### src/rtl/ea_pkg.sv
package ea_pkg;
    typedef enum logic [3:0] {
        MD_REG     = 4'd0,
        MD_IND     = 4'd1,
        MD_DISP    = 4'd2,
        MD_POSTINC = 4'd3,
        MD_PREDEC  = 4'd4,
        MD_ABS     = 4'd5,
        MD_IMM     = 4'd6,
        MD_PCREL   = 4'd7,
        MD_MEMIND  = 4'd8
    } ea_mode_e;

    typedef enum logic [1:0] {
        FW_8  = 2'd0,
        FW_16 = 2'd1,
        FW_24 = 2'd2
    } fw_e;

    typedef enum logic [1:0] {
        SZ_BYTE = 2'd0,
        SZ_WORD = 2'd1,
        SZ_LONG = 2'd2
    } sz_e;

    typedef enum logic {
        ST_IDLE  = 1'b0,
        ST_FETCH = 1'b1
    } ea_state_e;
endpackage

### src/rtl/ea_offset.sv
// Field interpretation: signed offset for adds, page-mapped absolute address.
module ea_offset #(
    parameter int AW = 16,
    parameter int FW = 24
) (
    input  logic [FW-1:0] field,
    input  logic [1:0]    fwidth,
    output logic [AW-1:0] offset,
    output logic [AW-1:0] abs_addr
);
    import ea_pkg::*;

    logic [FW-1:0] ext8;
    logic [FW-1:0] ext16;

    always_comb begin
        ext8  = {{(FW-8){field[7]}}, field[7:0]};
        ext16 = {{(FW-16){field[15]}}, field[15:0]};
        case (fwidth)
            FW_8:    offset = ext8[AW-1:0];
            FW_16:   offset = ext16[AW-1:0];
            default: offset = field[AW-1:0];
        endcase
        if (fwidth == FW_8)
            abs_addr = {{(AW-8){1'b1}}, field[7:0]};
        else
            abs_addr = field[AW-1:0];
    end
endmodule

### src/rtl/ea_step.sv
// Auto-modify step: operand size in bytes.
module ea_step #(
    parameter int RW = 32
) (
    input  logic [1:0]    size,
    output logic [RW-1:0] step
);
    import ea_pkg::*;

    always_comb begin
        step = '0;
        case (size)
            SZ_BYTE: step[0] = 1'b1;
            SZ_WORD: step[1] = 1'b1;
            default: step[2] = 1'b1;
        endcase
    end
endmodule

### src/rtl/ea_gen.sv
module ea_gen #(
    parameter int AW = 16,
    parameter int RW = 32,
    parameter int FW = 24
) (
    input  logic          clk,
    input  logic          rst_n,
    input  logic          start,
    input  logic [3:0]    mode,
    input  logic [RW-1:0] base,
    input  logic [FW-1:0] field,
    input  logic [1:0]    fwidth,
    input  logic [1:0]    size,
    input  logic [AW-1:0] pc,
    input  logic [AW-1:0] mem_rdata,
    input  logic          mem_ack,
    output logic          mem_req,
    output logic [AW-1:0] mem_addr,
    output logic [AW-1:0] ea,
    output logic          ea_valid,
    output logic          no_mem,
    output logic          wb_en,
    output logic [RW-1:0] wb_val,
    output logic          busy
);
    import ea_pkg::*;

    localparam int PAGE_W = 8;

    typedef struct packed {
        ea_state_e     state;
        logic [AW-1:0] ea;
        logic          valid;
        logic          no_mem;
        logic          wb_en;
        logic [RW-1:0] wb_val;
        logic          mem_req;
        logic [AW-1:0] mem_addr;
    } ea_regs_t;

    ea_regs_t r_q, r_d;

    logic [AW-1:0] offset;
    logic [AW-1:0] abs_addr;
    logic [RW-1:0] step;
    logic [RW-1:0] dec_base;

    ea_offset #(.AW(AW), .FW(FW)) u_offset (
        .field   (field),
        .fwidth  (fwidth),
        .offset  (offset),
        .abs_addr(abs_addr)
    );

    ea_step #(.RW(RW)) u_step (
        .size(size),
        .step(step)
    );

    always_comb begin
        dec_base = base - step;
        r_d       = r_q;
        r_d.valid = 1'b0;
        r_d.wb_en = 1'b0;
        case (r_q.state)
            ST_IDLE: begin
                if (start) begin
                    r_d.valid  = 1'b1;
                    r_d.no_mem = 1'b0;
                    r_d.ea     = '0;
                    r_d.wb_val = base;
                    case (mode)
                        MD_IND:  r_d.ea = base[AW-1:0];
                        MD_DISP: r_d.ea = base[AW-1:0] + offset;
                        MD_POSTINC: begin
                            r_d.ea     = base[AW-1:0];
                            r_d.wb_en  = 1'b1;
                            r_d.wb_val = base + step;
                        end
                        MD_PREDEC: begin
                            r_d.ea     = dec_base[AW-1:0];
                            r_d.wb_en  = 1'b1;
                            r_d.wb_val = dec_base;
                        end
                        MD_ABS:   r_d.ea = abs_addr;
                        MD_PCREL: r_d.ea = pc + offset;
                        MD_MEMIND: begin
                            r_d.valid    = 1'b0;
                            r_d.state    = ST_FETCH;
                            r_d.mem_req  = 1'b1;
                            r_d.mem_addr = {{(AW-PAGE_W){1'b0}}, field[PAGE_W-1:0]};
                        end
                        default: r_d.no_mem = 1'b1;
                    endcase
                end
            end
            default: begin
                if (mem_ack) begin
                    r_d.state   = ST_IDLE;
                    r_d.mem_req = 1'b0;
                    r_d.valid   = 1'b1;
                    r_d.ea      = mem_rdata;
                end
            end
        endcase
    end

    always_ff @(posedge clk or negedge rst_n) begin
        if (!rst_n) begin
            r_q <= '{state: ST_IDLE, ea: '0, valid: 1'b0, no_mem: 1'b0,
                     wb_en: 1'b0, wb_val: '0, mem_req: 1'b0, mem_addr: '0};
        end else begin
            r_q <= r_d;
        end
    end

    assign mem_req  = r_q.mem_req;
    assign mem_addr = r_q.mem_addr;
    assign ea       = r_q.ea;
    assign ea_valid = r_q.valid;
    assign no_mem   = r_q.no_mem;
    assign wb_en    = r_q.wb_en;
    assign wb_val   = r_q.wb_val;
    assign busy     = (r_q.state == ST_FETCH);

    assert_accept_R2: assert property (@(posedge clk) disable iff (!rst_n)
        (start && !busy && mode != MD_MEMIND) |=> ea_valid);

    assert_no_spurious_R2: assert property (@(posedge clk) disable iff (!rst_n)
        ea_valid |-> ($past(start) && !$past(busy)) || $past(mem_ack));

    assert_req_hold_R10: assert property (@(posedge clk) disable iff (!rst_n)
        (mem_req && !mem_ack) |=> (mem_req && $stable(mem_addr)));

    assert_ptr_page_R10: assert property (@(posedge clk) disable iff (!rst_n)
        mem_req |-> (mem_addr[AW-1:PAGE_W] == '0));

    assert_wb_qual_R11: assert property (@(posedge clk) disable iff (!rst_n)
        wb_en |-> (ea_valid && !no_mem && $past(mode) inside {MD_POSTINC, MD_PREDEC}));

    assert_busy_req_R10: assert property (@(posedge clk) disable iff (!rst_n)
        busy |-> mem_req);
endmodule

### config.mk
export PLATFORM = sky130hd
export DESIGN_NAME = ea_gen
export DESIGN_NICKNAME = d
export VERILOG_FILES = /design/src/rtl/ea_pkg.sv /design/src/rtl/ea_offset.sv /design/src/rtl/ea_step.sv /design/src/rtl/ea_gen.sv
export SDC_FILE = /design/constraint.sdc
export NUM_CORES = 1
export LEC_CHECK = 0
export BUFFER_PORTS_ARGS = -buffer_cell sky130_fd_sc_hd__buf_4
export CAP_MARGIN = 20
export CORE_MARGIN = 3
export CORE_UTILIZATION = 53
export DETAILED_ROUTE_END_ITERATION = 7
export PLACE_DENSITY = 0.82
export SETUP_SLACK_MARGIN = 0.15
export SLEW_MARGIN = 20
export SYNTH_ARGS = -nofsm -noshare
export SYNTH_HDL_FRONTEND = slang
export SYNTH_SLANG_ARGS = --single-unit
export TNS_END_PERCENT = 20
### constraint.sdc
create_clock -name clk -period 2.3 [get_ports clk]
set_input_delay 0.115 -clock clk [delete_from_list [all_inputs] [get_ports clk]]
set_output_delay 0.115 -clock clk [all_outputs]
set_load 0.02 [all_outputs]
# Word-level counts from Yosys, hierarchy flattened
# Index checks and enable logic that the tools add are counted.
word_totals:
  reg_bits: 61
  in_bits: 100
  output_inout_bits: 69
  word_cells: 50
classes:
  addsub: 4
  eq_ne: 9
  muxes: 17
  bitwise: 1
  n_reduce_logical: 11
op_table:
  columns: ["cell", "count"]
  rows:
  - ["one-hot mux 16 bit (5 select lines)", 1]
  - ["two-way mux 69 bit", 1]
  - ["one-hot mux 33 bit (2 select lines)", 1]
  - ["two-way mux 18 bit", 2]
  - ["two-way mux 33 bit", 1]
  - ["adder 16 bit", 2]
  - ["adder 32 x 3 -> 32 bit", 1]
  - ["two-way mux 16 bit", 2]
  - ["subtractor 32 x 3 -> 32 bit", 1]
  - ["two-way mux 17 bit", 1]
  - ["== test 4 x 3 -> 1 bit, second input constant", 3]
  - ["== test 4 x 2 -> 1 bit, second input constant", 2]
  - ["two-way mux 1 bit", 8]
  - ["OR reduction 7 bit", 1]
  - ["AND reduction 3 bit", 2]
  - ["== test 4 x 1 -> 1 bit, second input constant", 1]
  - ["== test 4 bit, second input constant", 1]
  - ["zero test 2 bit", 2]
  - ["AND reduction 2 bit", 2]
  - ["nonzero test 2 bit", 2]
  - ["OR reduction 2 bit", 2]
  - ["== test 2 x 1 -> 1 bit, second input constant", 1]
  - ["inequality test 2 bit, second input constant", 1]
  - ["NOT 1 bit", 1]

# Depth between registers and ports, before layout
depth:
  ltp_word: 7
  depth_mapped: 13
  depth_no_buf: 11

# Modules after synthesis
# From an unflattened synthesis, not the netlist that was laid out.
hier_totals:
  cells_unflattened: 1019
  hier_area_um2: 8085.3
modules_own_cells:
  columns: ["mod", "n_inst", "cells_per_inst", "area_per_inst_um2", "seq_area_each_um2"]
  rows:
  - ["ea_gen", 1, 950, 7577.3, 1526.5]
  - ["ea_offset", 1, 36, 272.8, 0.0]
  - ["ea_step", 1, 33, 235.2, 0.0]

# Worst setup path after synthesis
# OpenSTA, ideal clock, no wires.
synth_path:
  path_type: "input -> register"
  start: "input port mode[3]"
  end: "register r_q, in the netlist ea[13]"
  arrival_time_ps: 3132
  required_time_ps: 2231
  setup_slack_ps: -901
  path_stages: 12
  path_cell_list: "clkbuf_1 > nand4b_1 > clkbuf_1 > mux2_2 > ha_1 > clkbuf_1 > a21oi_1 > a21oi_1 > a21oi_1 > a31o_2 > or4b_2 > nand3_1"
synth_between:
  elab_chain_cells: 5
synth_rtl:
  columns: ["item", "line", "text"]
  rows:
  - ["from (decl)", "ea_gen.sv:9", "input logic [3:0] mode,"]
  - ["== test 4 x 2 -> 1 bit or == test 4 x 1 -> 1 bit (tied branches)", "ea_gen.sv:72", "case (mode)"]
  - ["OR reduction 2 bit (no source line)", null, null]
  - ["one-hot mux 16 bit (5 select lines) (*)", "ea_gen.sv:72", null]
  - ["two-way mux 69 bit (*)", "ea_gen.sv:67", "if (start) begin"]
  - ["two-way mux 18 bit (*)", "ea_gen.sv:65", "case (r_q.state)"]
  - ["to (signal assigned)", "ea_gen.sv:110", "r_q <= '{state: ST_IDLE, ea: '0, valid: 1'b0, no_mem: 1'b0,"]
  - ["to (signal assigned)", "ea_gen.sv:113", "r_q <= r_d;"]
  - ["to (decl)", "ea_gen.sv:41", "ea_regs_t r_q, r_d;"]
# Every way passes the cells marked *; elsewhere a longest branch is shown, timed or not. The select of a mux whose other input is x is not followed.
# A chain may end at the register's enable or synchronous reset.

# Final worst setup path
# Ends and elaborated chain as after synthesis.

==> out/summary.json <==
{
  "drt_pre_antenna_iters": {"value": 5},
  "insertion_delay": {"value": 0.36, "unit": "ns"},
  "synth.yosys.seq_area_share": {"value": 28.5, "unit": "%"},
  "worst_hold_slack": {"value": 0.00269, "unit": "ns"},
  "synth_async_sr_flop_share": {"value": 100, "unit": "%"},
  "critical_path_required": {"value": 2.60, "unit": "ns"},
  "p_total": {"value": 3.90, "unit": "mW"},
  "postSynthAreaPerCell": {"value": 8.14, "unit": "um^2"},
  "grt_max_degree": {"value": 66},
  "min_path_type": {"value": "in2reg"},
  "net-switching-power": {"value": 1.39, "unit": "mW"},
  "worst_setup_path_start_kind": {"value": "primary input"},
  "synth_top_cells_by_count": {"value": "sky130_fd_sc_hd__nand2_1 (71), sky130_fd_sc_hd__o21ai_0 (65), sky130_fd_sc_hd__dfrtp_1 (61)"},
  "chipHeight": {"value": 107, "unit": "um"},
  "power.static_leakage": {"value": 3.47, "unit": "nW"},
  "drv_cap": {"value": 0},
  "clock_tree_from_tritoncts": {"value": "done"},
  "number_of_flops_mapped_to_enable_cells_by_yosys": {"value": 0},
  "postSynth.topFlopCell": {"value": "sky130_fd_sc_hd__dfrtp_1"},
  "internal_power": {"value": 2.51, "unit": "mW"},
  "yosysWarningCount": {"value": 0},
  "synth-seq-cells": {"value": 61},
  "mappedNetlistArea": {"value": 5370, "unit": "um^2"},
  "clk_path_buf_depth": {"value": 2},
  "final_max_slew_viol_count": {"value": 0},
  "worst_setup_path_end_kind": {"value": "flop"},
  "setup_violations_final": {"value": 0},
  "synth.lib_cells_used.distinct": {"value": 68},
  "status": {"value": "finished clean"},
  "n_antenna_cell": {"value": 0},
  "count_of_buffers_from_port_buffering": {"value": 152},
  "place.detailed.instances": {"value": 986},
  "max_fo_critical_path": {"value": 13},
  "finalClockSkew": {"value": 0.00915, "unit": "ns"},
  "floorplan.initialDensity": {"value": 54.6, "unit": "%"},
  "grt.overflow.total": {"value": 0},
  "fin_crit_sh": {"value": 95.7, "unit": "%"},
  "drive_above_1_share": {"value": 36.2, "unit": "%"},
  "avgViaCountPerCell": {"value": 6.23},
  "flop_pwr_share": {"value": 33.1, "unit": "%"},
  "cts-buffers-inserted": {"value": 9},
  "dpl.hpwl": {"value": 15300, "unit": "um"},
  "cts.sink_count": {"value": 61},
  "drt_drc_violations_left": {"value": 0},
  "top_level_ports": {"value": 169},
  "detail_route.wl_per_cell": {"value": 20.0, "unit": "um"},
  "ir_drop": {"value": 0.451, "unit": "mV"},
  "post-synth-top-area-cell": {"value": "sky130_fd_sc_hd__dfrtp_1"},
  "synth_cells": {"value": 659},
  "design.core.area": {"value": 9820, "unit": "um^2"},
  "crit_type": {"value": "in2reg"},
  "layout.nets": {"value": 1000},
  "num-fill-cells": {"value": 710},
  "maxSlewHeadroom": {"value": 46.3, "unit": "%"},
  "via_count": {"value": 6299},
  "first_iter_violations": {"value": 576},
  "unrepaired_setup_endpoints_after_global_routing": {"value": "yes"},
  "number_of_global_route_vias_before_repair": {"value": 6234},
  "cp.arrival": {"value": 2.50, "unit": "ns"},
  "grt_pass1_wl": {"value": 31800, "unit": "um"},
  "finish.cell_count_without_fillers": {"value": 1011},
  "worst_setup_hold_path_clk_slew": {"value": 0.07, "unit": "ns"},
  "switching_share": {"value": 35.7, "unit": "%"},
  "ff_latch_area": {"value": 1530, "unit": "um^2"},
  "powerDensity": {"value": 514, "unit": "nW/um^2"},
  "gate_power_share": {"value": 39.8, "unit": "%"},
  "overall_global_routing_usage": {"value": 35.2, "unit": "%"},
  "final_util": {"value": 77.2, "unit": "%"},
  "placementRows": {"value": 36},
  "netlist_top_cells_area": {"value": "sky130_fd_sc_hd__dfrtp_1 (28%), sky130_fd_sc_hd__o21ai_0 (6.1%), sky130_fd_sc_hd__ha_1 (5.6%)"},
  "post-synth-top-count-cell": {"value": "sky130_fd_sc_hd__nand2_1"},
  "htree_num_levels": {"value": 3},
  "proportion_of_netlist_area_held_by_the_largest_area_contributor": {"value": 28.5, "unit": "%"},
  "die_w": {"value": 107, "unit": "um"},
  "die-area": {"value": 11400, "unit": "um^2"},
  "clock_tree_root_buffer_cell": {"value": "sky130_fd_sc_hd__clkbuf_8"},
  "antenna_found_initial": {"value": 0},
  "final_wirelength": {"value": 20300, "unit": "um"},
  "syn_to_final_growth": {"value": 41.3, "unit": "%"},
  "clock_power_share": {"value": 27.1, "unit": "%"},
  "finalHoldViolations": {"value": 0},
  "antenna_violating_nets_post_route": {"value": 0},
  "clock.fmax": {"value": 454, "unit": "MHz"},
  "finalCriticalPeriod": {"value": 2.20, "unit": "ns"},
  "final_weighted_congestion_of_routability_driven_global_placement": {"value": 0.993},
  "worstMarginPinSlew": {"value": 0.806, "unit": "ns"},
  "multi_input_comb_area": {"value": 3710, "unit": "um^2"}
}
[timing repair]
action,in CTS,in global routing
buffers inserted,1,0
gates resized for setup,7,3
hold buffers,8,0
endpoints found under the hold margin,68,0
endpoints found under the setup margin,11,15
pin swaps,2,2
[final timing paths]
| path | cells past startpoint | endpoint | startpoint | slack [ns] |
|---|---|---|---|---|
| min in group asynchronous | 2 | wb_val[30] | rst_n | 0.38 |
| max in group asynchronous | 2 | ea[4] | rst_n | 1.39 |
| worst max-delay path | 11 | ea[13] | mode[3] | 0.1 |
| worst min-delay path | 2 | ea[9] | mem_rdata[9] | 0.003 |
| worst max register to register | 6 | ea[12] | busy | 0.18 |
| worst min register to register | 2 | wb_val[23] | wb_val[23] | 0.48 |
[metal layers]
metal / wire, um / up-vias / GRT usage, %
met3: 1830 / 71 / 5.54
met5: 0 / - / 0
li1: - / 2881 / -
met2: 9760 / 381 / 60.7
met1: 7910 / 2966 / 43.4
met4: 756 / 0 / 15.5
[cell usage in the layout (no fill, tap or decap), drive strengths merged, types with 11 or more instances in the layout]
cell type / instances
a21oi: 38
a22oi: 15
a31oi: 11
buf: 244
clkbuf: 13
dfrtp: 61
ha: 24
inv: 13
mux2: 24
nand2: 71
nand3: 27
nor2: 37
nor3: 17
nor4: 11
o21ai: 66
or3: 12
xnor2: 20
xor2: 16
[sequential cells by signal (all words and copies together), names as in the netlist]
register,count
wb_val,32
ea_valid,1
ea,16
mem_addr,8
no_mem,1
busy,1
mem_req,1
wb_en,1
[worst max-delay path: stages]
cell and delay [ns]:
sky130_fd_sc_hd__buf_4 0.11, sky130_fd_sc_hd__nand4b_1 0.21, sky130_fd_sc_hd__buf_12 0.19, sky130_fd_sc_hd__mux2_2 0.29, sky130_fd_sc_hd__ha_1 0.33, sky130_fd_sc_hd__nand3_2 0.12
sky130_fd_sc_hd__a21oi_2 0.18, sky130_fd_sc_hd__o21ai_2 0.11, sky130_fd_sc_hd__a31o_2 0.23, sky130_fd_sc_hd__or4b_4 0.53, sky130_fd_sc_hd__nand3_2 0.08
[metrics by stage]
step                      setup slack (ns)  setup TNS [ns]  instance area [um^2]
after floorplan                     -0.381           -2.99                  5520
after global placement              -0.283           -2.16                  7240
after detailed placement            -0.400           -3.44                  7240
after CTS                           0.0951               0                  7570
after global routing              -0.00313        -0.00313                  7580
final                               0.0995               0                  7580
[power groups by stage]
stage          combinational (mW)  sequential, mW  clock, mW
3_5_place_dp                 1.49            1.31          0
6_report                     1.55            1.29       1.06
3_3_place_gp                 1.46            1.30          0
5_1_grt                      1.66            1.31       1.10
2_1_floorplan               0.637            1.47          0
4_1_cts                      1.52            1.29       1.06
[cell type report]
| type | instances | area share, % |
|---|---|---|
| clock inverter | 3 | 0.561 |
| sequential | 61 | 20.1 |
| tap | 133 | 2.19 |
| multi-input combinational | 536 | 48.9 |
| clock buffer | 13 | 2.23 |
| inverter | 13 | 0.643 |
| timing repair buffer | 252 | 25.4 |
[logic make-up after synthesis]
family | Yosys count | share of synthesized area [%]
AO/OA/AOI/OAI | 207 | 25.0
adder cells (fa/ha/maj) | 27 | 6.72
XOR/XNOR | 36 | 5.88
flip-flops | 61 | 28.5
AND/OR/NAND/NOR | 230 | 22.3
multiplexers | 28 | 5.78
buffers and inverters | 69 | 5.76
other | 1 | 0.0699
No activity file was read; power rests on OpenSTA's default activity.
